===== src/rtl/zt_sram_pkg.sv =====
package zt_sram_pkg;

  typedef enum logic [1:0] {
    OP_IDLE = 2'd0,
    OP_RD   = 2'd1,
    OP_WR   = 2'd2
  } op_e;

  // Offset of step n inside a four-word group.
  function automatic logic [1:0] burst_low(input logic [1:0] start,
                                           input logic [1:0] step,
                                           input logic       ilv);
    return ilv ? (start ^ step) : (start + step);
  endfunction

endpackage


===== src/rtl/zt_burst_ctl.sv =====
module zt_burst_ctl
  import zt_sram_pkg::*;
#(
  parameter int ADDR_W = 6,
  parameter int NBYTES = 4
) (
  input  logic              clk,
  input  logic              rst,
  input  logic              stall,
  input  logic              sleep,
  input  logic [ADDR_W-1:0] addr,
  input  logic              adv,
  input  logic              sel,
  input  logic              wr_n,
  input  logic [NBYTES-1:0] bw_n,
  input  logic              order,
  output op_e               op,
  output logic [ADDR_W-1:0] cur_addr,
  output logic [NBYTES-1:0] mask
);

  logic [ADDR_W-1:0] base_q;
  logic [1:0]        step_q;
  logic              ilv_q;

  always_ff @(posedge clk) begin
    if (rst) begin
      op     <= OP_IDLE;
      step_q <= '0;
      base_q <= '0;
      ilv_q  <= 1'b0;
      mask   <= '0;
    end else if (sleep) begin
      op <= OP_IDLE;
    end else if (!stall) begin
      if (!adv) begin
        op     <= !sel ? OP_IDLE : (wr_n ? OP_RD : OP_WR);
        base_q <= addr;
        step_q <= '0;
        ilv_q  <= order;
      end else begin
        step_q <= step_q + 2'd1;
      end
      mask <= ~bw_n;
    end
  end

  assign cur_addr = {base_q[ADDR_W-1:2], burst_low(base_q[1:0], step_q, ilv_q)};

endmodule


===== src/rtl/zt_write_hold.sv =====
module zt_write_hold #(
  parameter int ADDR_W = 6,
  parameter int NBYTES = 4,
  parameter int LANE_W = 9,
  localparam int DW    = NBYTES * LANE_W
) (
  input  logic              clk,
  input  logic              rst,
  input  logic              stall,
  input  logic              cap,
  input  logic [ADDR_W-1:0] cap_addr,
  input  logic [NBYTES-1:0] cap_mask,
  input  logic [DW-1:0]     din,
  output logic              hvld,
  output logic [ADDR_W-1:0] haddr,
  output logic [NBYTES-1:0] hmask,
  output logic [DW-1:0]     hdata,
  output logic              mem_we
);

  always_ff @(posedge clk) begin
    if (rst) begin
      hvld <= 1'b0;
    end else if (!stall) begin
      hvld  <= cap;
      haddr <= cap_addr;
      hmask <= cap_mask;
      hdata <= din;
    end
  end

  // The held entry retires on any enabled edge, and on a reset edge.
  assign mem_we = hvld && (!stall || rst);

endmodule


===== src/rtl/zt_store.sv =====
module zt_store #(
  parameter int ADDR_W = 6,
  parameter int NBYTES = 4,
  parameter int LANE_W = 9,
  localparam int DW    = NBYTES * LANE_W,
  localparam int DEPTH = 1 << ADDR_W
) (
  input  logic              clk,
  input  logic              we,
  input  logic [ADDR_W-1:0] waddr,
  input  logic [NBYTES-1:0] wbe,
  input  logic [DW-1:0]     wdata,
  input  logic [ADDR_W-1:0] raddr,
  output logic [DW-1:0]     rdata
);

  for (genvar b = 0; b < NBYTES; b++) begin : g_lane
    logic [LANE_W-1:0] lane_mem [DEPTH];

    always_ff @(posedge clk) begin
      if (we && wbe[b]) lane_mem[waddr] <= wdata[b*LANE_W +: LANE_W];
    end

    assign rdata[b*LANE_W +: LANE_W] = lane_mem[raddr];
  end

endmodule


===== src/rtl/zt_sram.sv =====
module zt_sram
  import zt_sram_pkg::*;
#(
  parameter int ADDR_W = 6,
  parameter int NBYTES = 4,
  parameter int LANE_W = 9,
  localparam int DW    = NBYTES * LANE_W
) (
  input  logic              clk,
  input  logic              rst,
  input  logic              clk_en_n,
  input  logic [ADDR_W-1:0] addr,
  input  logic              adv_ld,
  input  logic              wr_n,
  input  logic [NBYTES-1:0] bw_n,
  input  logic              en_a_n,
  input  logic              en_b,
  input  logic              en_c_n,
  input  logic              oe_n,
  input  logic              order,
  input  logic              sleep,
  input  logic [DW-1:0]     d_in,
  output logic [DW-1:0]     q_out,
  output logic              q_drive
);

  op_e               op_q;
  logic [ADDR_W-1:0] cur_addr;
  logic [NBYTES-1:0] cmd_mask;
  logic              hvld;
  logic [ADDR_W-1:0] haddr;
  logic [NBYTES-1:0] hmask;
  logic [DW-1:0]     hdata;
  logic              mem_we;
  logic [DW-1:0]     st_rd;
  logic [DW-1:0]     merged;
  logic              sel;
  logic              hit;

  assign sel = !en_a_n && en_b && !en_c_n;

  zt_burst_ctl #(.ADDR_W(ADDR_W), .NBYTES(NBYTES)) u_burst (
    .clk      (clk),
    .rst      (rst),
    .stall    (clk_en_n),
    .sleep    (sleep),
    .addr     (addr),
    .adv      (adv_ld),
    .sel      (sel),
    .wr_n     (wr_n),
    .bw_n     (bw_n),
    .order    (order),
    .op       (op_q),
    .cur_addr (cur_addr),
    .mask     (cmd_mask)
  );

  zt_write_hold #(.ADDR_W(ADDR_W), .NBYTES(NBYTES), .LANE_W(LANE_W)) u_hold (
    .clk      (clk),
    .rst      (rst),
    .stall    (clk_en_n),
    .cap      (op_q == OP_WR),
    .cap_addr (cur_addr),
    .cap_mask (cmd_mask),
    .din      (d_in),
    .hvld     (hvld),
    .haddr    (haddr),
    .hmask    (hmask),
    .hdata    (hdata),
    .mem_we   (mem_we)
  );

  zt_store #(.ADDR_W(ADDR_W), .NBYTES(NBYTES), .LANE_W(LANE_W)) u_store (
    .clk   (clk),
    .we    (mem_we),
    .waddr (haddr),
    .wbe   (hmask),
    .wdata (hdata),
    .raddr (cur_addr),
    .rdata (st_rd)
  );

  assign hit = hvld && (haddr == cur_addr);

  always_comb begin
    for (int b = 0; b < NBYTES; b++) begin
      merged[b*LANE_W +: LANE_W] = (hit && hmask[b]) ? hdata[b*LANE_W +: LANE_W]
                                                     : st_rd[b*LANE_W +: LANE_W];
    end
  end

  assign q_drive = (op_q == OP_RD) && !oe_n && !sleep;
  assign q_out   = q_drive ? merged : '0;

endmodule


===== config.mk =====
export PLATFORM = sky130hd
export DESIGN_NAME = zt_sram
export DESIGN_NICKNAME = d
export VERILOG_FILES = /design/src/rtl/zt_sram_pkg.sv /design/src/rtl/zt_burst_ctl.sv /design/src/rtl/zt_write_hold.sv /design/src/rtl/zt_store.sv /design/src/rtl/zt_sram.sv
export SDC_FILE = /design/constraint.sdc
export NUM_CORES = 2
export LEC_CHECK = 0
export BUFFER_PORTS_ARGS = -buffer_cell sky130_fd_sc_hd__buf_4
export CORE_AREA = 2 2 606 608
export CTS_CLUSTER_SIZE = 28
export DETAILED_ROUTE_END_ITERATION = 8
export DIE_AREA = 0 0 608 610
export PLACE_DENSITY = 0.39
export SLEW_MARGIN = 5
export SYNTH_ARGS = -nofsm -noshare
export SYNTH_HDL_FRONTEND = slang
export SYNTH_SLANG_ARGS = --single-unit

===== constraint.sdc =====
create_clock -name clk -period 10.6 [get_ports clk]
set_input_delay 2.12 -clock clk [delete_from_list [all_inputs] [get_ports clk]]
set_output_delay 2.12 -clock clk [all_outputs]
set_load 0.03 [all_outputs]

==> Word-level counts from Yosys, hierarchy flattened <==
Memory sizes are Yosys's and may differ from the RTL's.
Index checks and enable logic that the tools add are counted.
{ "word_totals": {"regBits": 62, "latch_bits": 0, "mem_bits_rw": 2304, "rom_bits": 0, "inputBits": 57, "memories": 4} }
{ "classes": {"addsub": 2, "multipliers": 0, "div_mod_pow": 0, "magnitude_cmp": 0, "eq_ne": 3, "n_shift": 0, "muxes": 17, "bitwise": 6, "reduce_logical": 25} }
{ "mem_list": {"columns": ["name", "depth", "width", "rd", "rd_clocked_by_memory_dff", "wr", "line_no", "source"], "rows": [
  ["u_store.g_lane[0].lane_mem", 64, 9, 1, 0, 1, "zt_store.sv:18", "logic [LANE_W-1:0] lane_mem [DEPTH];"],
  ["u_store.g_lane[1].lane_mem", 64, 9, 1, 0, 1, "zt_store.sv:18", null],
  ["u_store.g_lane[2].lane_mem", 64, 9, 1, 0, 1, "zt_store.sv:18", null],
  ["u_store.g_lane[3].lane_mem", 64, 9, 1, 0, 1, "zt_store.sv:18", null]
]} }
{ "op_table": {"columns": ["operator", "count"], "rows": [
  ["36-bit two-way mux", 1],
  ["9-bit two-way mux", 4],
  ["1-bit logical AND", 14],
  ["1-bit two-way mux", 8],
  ["2-bit two-way mux", 4],
  ["6-bit == test", 1],
  ["2-bit AND reduction", 3],
  ["1-bit logical NOT", 5],
  ["1-bit NOT", 4],
  ["4-bit NOT", 1],
  ["3-bit AND reduction", 1],
  ["2-bit by 1-bit adder with 2-bit output (second input constant)", 1],
  ["2-bit adder", 1],
  ["2-bit by 1-bit == test with 1-bit output (second input constant)", 1],
  ["2-bit == test (second input constant)", 1],
  ["2-bit OR reduction", 1],
  ["2-bit XOR", 1],
  ["1-bit logical OR", 1]
]} }

==> Depth between registers and ports, before layout <==
{ "depth": {"ltp_word": 7, "ltp_mapped": 13, "ltp_nobuf": 9} }

==> Modules after synthesis <==
A second synthesis with hierarchy kept.
{ "hier_totals": {"cells_unflattened": 4292, "hier_area_um2": 91267.5} }
{ "modules_own_cells": {"columns": ["module", "n_inst", "cells_per_inst", "area_each_um2"], "rows": [
  ["zt_store", 1, 4030, 88312.2],
  ["zt_write_hold", 1, 52, 1430.1],
  ["zt_sram", 1, 139, 909.6],
  ["zt_burst_ctl", 1, 71, 615.6]
]} }

==> Least setup slack after synthesis <==
Ideal clock, no wire load.
{ "synth_path": {"kind": "input port to output port", "from": "input port oe_n", "to": "output port q_out[7]", "arrival_time_ns": 4.942, "required_ns": 8.480, "path_slack_ns": 3.538, "stages": 6, "path_cell_list": "or4b_2 clkbuf_1 inv_1 clkbuf_1 nand3_1 o311ai_0"} }
{ "synth_via": {"elab_chain_len": 4} }
{ "synth_rtl": {"columns": ["item", "line_no", "source"], "rows": [
  ["from (decl)", "zt_sram.sv:19", "input logic oe_n,"],
  ["1-bit logical NOT", "zt_sram.sv:92", "assign q_drive = (op_q == OP_RD) && !oe_n && !sleep;"],
  ["1-bit logical AND (2 in a row)", "zt_sram.sv:92", null],
  ["net q_drive", "zt_sram.sv:24", "output logic q_drive"],
  ["36-bit two-way mux", "zt_sram.sv:93", "assign q_out = q_drive ? merged : '0;"],
  ["to (decl)", "zt_sram.sv:23", "output logic [DW-1:0] q_out,"]
]} }
The timed path passes the listed nets, and every way through them passes these cells.

==> Final worst setup path <==
{ "layout_path": {"from": "register u_burst.step_q[0]", "to": "output port q_out[19]"} }
{ "layout_via": {"elab_chain_len": 7} }
{ "layout_rtl": {"columns": ["item", "line_no", "source"], "rows": [
  ["from (decl)", "zt_burst_ctl.sv:23", "logic [1:0] step_q;"],
  ["from (signal assigned)", "zt_burst_ctl.sv:42", "step_q <= step_q + 2'd1;"],
  ["2-bit adder / 2-bit XOR (equally long branches)", "zt_sram_pkg.sv:13", "return ilv ? (start ^ step) : (start + step);"],
  ["2-bit two-way mux *", "zt_sram_pkg.sv:13", null],
  ["branches (longest 3 deep; another with memory 64 x 9 bit)", null, null],
  ["9-bit two-way mux *", "zt_sram.sv:87", "merged[b*LANE_W +: LANE_W] = (hit && hmask[b]) ? hdata[b*LANE_W +: LANE_W]"],
  ["36-bit two-way mux *", "zt_sram.sv:93", null]
]} }
Mark *: on every way between the ends.

==> metrics.yaml <==
rr_worst_depth: 3
required_ps: 8480
ant_nets: 0
drc_errors: 0
crit_end: "q_out[19]"
critPathTopFamily: "buffers and inverters"
wire_per_inst_um: 33.2
clkTransAtPathRegs_ps: 60
syn_area_um2: 94500
intPower_mw: 15.7
cts_buffers: 270
vias_per_cell: 5.05
clock_latency_ps: 860
die_area_um2: 371000
ir_worst_vdd_mv: 0.113
synth_edf_count: 2350
start_util_pct: 25.9
period_minus_slack_ps: 8260
final_common_cell: "edfxtp_1"
slew_headroom_pct: 3.52
power_switching_mw: 4.53
hp-class: "flop to flop"
placementRows: 222
clockRootBuffer: "clkbuf_16"
cp_common_cell: "buf_12"
grt_use_total_pct: 19.1
r2r_start: "u_hold.haddr[0]"
synthCells: 5699
max_slew.worst_pin.slew_ps: 1440
layout-drive-gt1-share_pct: 17.2
layout_common_cells: "edfxtp_1 (2350), nand2_1 (812), nor2_1 (348)"
antenna_found_initial: 36
async_flop_share_pct: 0
grt_pass1_wl_um: 488000
critPathKind: "flop to primary output"
cts_setup_buffers: 0
cts-resized-gates: 0
power.leakage_nw: 33.3
wl_um: 363000
p_per_area_nw_per_um2: 184
drt_first_pass_iters: 7
place_hpwl_um: 228000
globalplace.congestion: 0.820
core_um2: 364000
ff2ff_setup_slack_ps: 6490
h-tree-depth: 5
synth_area_leaders: "edfxtp_1 (75%), mux4_2 (7.1%), nand2_1 (3.3%)"
fillCellCount: 36100
path_max_fanout: 147
pwr-share-comb_pct: 5.0
setup_slack_ps: 2340
crit_cells: 13
arrival_ps: 6140
slew_viol_final: 0
skew_ps: 54.4
die_width_um: 608
synth.avg_cell_area_um2: 16.6
pre_cts_slack_ps: 2690
finalHoldViolations: 0
hold_ws_ps: 462
synth_flop_cell: "edfxtp_1"
seq_area_frac_synth_pct: 75.1
placed_area_um2: 102000
wl_met2_um: 167000
clock_path_buffers: 4
crit_buf_inv: 5
setup_violations: 0
m1WireLength_um: 158000
dr_wl_met3_um: 22600
hold_buffers: 0
area_growth_pct: 16.1
pin_count: 94
first_global_vias: 54200
gr-total-overflow: 0
grt_max_degree: 148
cp-end-kind: "primary output"
cts_tree: "done"
hold_depth: 0
nets: 5987
max_stage_delay_ps: 570
crit_path_start: "u_burst.step_q[0]"
fin_area_um2: 110000
seq_power_share_pct: 51.3
rsz0062_at_grt: "no"
io_buffer_count: 93
violations: "capacitance limit"
ys_types: 75
drt_iter0_drc: 6438
yosys_warnings: 0
max_freq_ghz: 0.121
cp-start-kind: "flop"
period_share_pct: 78.0
crit_path_cell_trace: "ha_4, nor2b_4, buf_12, xnor2_4, buf_4, buf_12, buf_12, nand2_1, and3_1, a211oi_1, a2111oi_1, o31ai_1, buf_4"
dieHeight_um: 610
timing.rr.end: "u_store.g_lane[2].lane_mem[1][7]"
synth-seq-cells: 2366
status: "finished, violations left"
synth_area_leader_cell: "edfxtp_1"
synth.net_count: 5757
vias: 55200
synth_top_area_share_pct: 74.7
netSwitchingFraction_pct: 22.4
power.total_mw: 20.2
cap_violations: 1
tns_ps: 0
highest_layer: "met5"
slowest_stage: "a211oi_1"
cts_num_sinks: 2366
p_clk_share_pct: 43.7
worst min path at each step:
stage,startpoint,endpoint,slack (ps)
6_report,u_burst.mask[0],u_hold.hmask[0],460
5_1_grt,u_burst.mask[0],u_hold.hmask[0],490
3_5_place_dp,u_burst.mask[0],u_hold.hmask[0],460
4_1_cts,u_burst.mask[0],u_hold.hmask[0],470
3_3_place_gp,u_burst.mask[0],u_hold.hmask[0],460
2_1_floorplan,u_burst.base_q[2],u_hold.haddr[2],410
power groups by stage:
stage | Clock (mW) | Combinational, mW | Sequential, mW
floorplan | 0 | 0.475 | 10.6
global placement | 0 | 1.02 | 10.6
detailed placement | 0 | 1.03 | 10.6
CTS | 9.04 | 1.03 | 10.4
global route | 9.37 | 1.07 | 10.4
finish | 8.84 | 1.02 | 10.4
worst register-to-register path: cells and delay by family (launching register included):
kind / cells / cell delay, ps
AND/OR/NAND/NOR: 3 / 3190
flip-flops: 1 / 500
cell families (layout without fill, tap and decap cells):
logic type                 after synthesis  after routing  share of synthesized area [%]
adders and majority gates                1              1                         0.0132
and+or+nand+nor                       1706           1706                           7.71
xor gates and xnor gates                 9              9                          0.114
AOI/OAI and AO/OA                      648            648                           4.92
DFF                                   2366           2366                           75.1
buffers and inverters                  361            777                           1.75
other                                    0             18                              0
muxes                                  608            608                           10.4
area by class of cell:
type | instances | area, um2 | area share (%)
flip-flops and latches | 2366 | 70900 | 64.6
diodes | 18 | 45.0 | 0.0411
repair buffers | 310 | 2500 | 2.28
multi-input cells | 2972 | 22100 | 20.2
well taps | 4816 | 6030 | 5.49
clock buffers | 351 | 7340 | 6.69
inverters | 9 | 55.1 | 0.0502
clock inverters | 107 | 714 | 0.651
per-stage QoR:
step	utilization (%)	cells
final	30.1	10900
after global routing	30.1	10900
after CTS	30.1	10900
after detailed placement	27.9	10500
after global placement	27.9	10500
after floorplan	-	5699
cells in the mapped netlist (30+ instances only):
cell	n
a211oi_1	34
a21oi_1	96
a221o_1	32
a31oi_1	89
a32oi_1	30
and3_1	42
buf_1	32
buf_2	99
buf_4	35
clkbuf_1	180
edfxtp_1	2350
mux2_2	45
mux2i_1	266
mux4_2	297
nand2_1	818
nand3_1	254
nand4_1	39
nor2_1	378
nor3_1	97
nor4_1	31
o21ai_0	88
o22ai_1	34
sequential cells by signal, summed over array words and instances, names as in the netlist:
signal                   cells
u_hold.hmask                 4
u_hold.haddr                 6
u_burst.mask                 4
u_burst.ilv_q                1
u_burst.op                   2
u_hold.hdata                36
u_hold.hvld                  1
u_burst.base_q               6
u_store.g_lane.lane_mem   2304
u_burst.step_q               2
metal layers:
metal / track usage, % / vias to the layer above
li1: - / 23000
met1: 26.3 / 29600
met2: 30.3 / 2090
met3: 2.82 / 525
met4: 7.46 / 10
met5: 0 / -
Power figures use the tool's default switching activity.
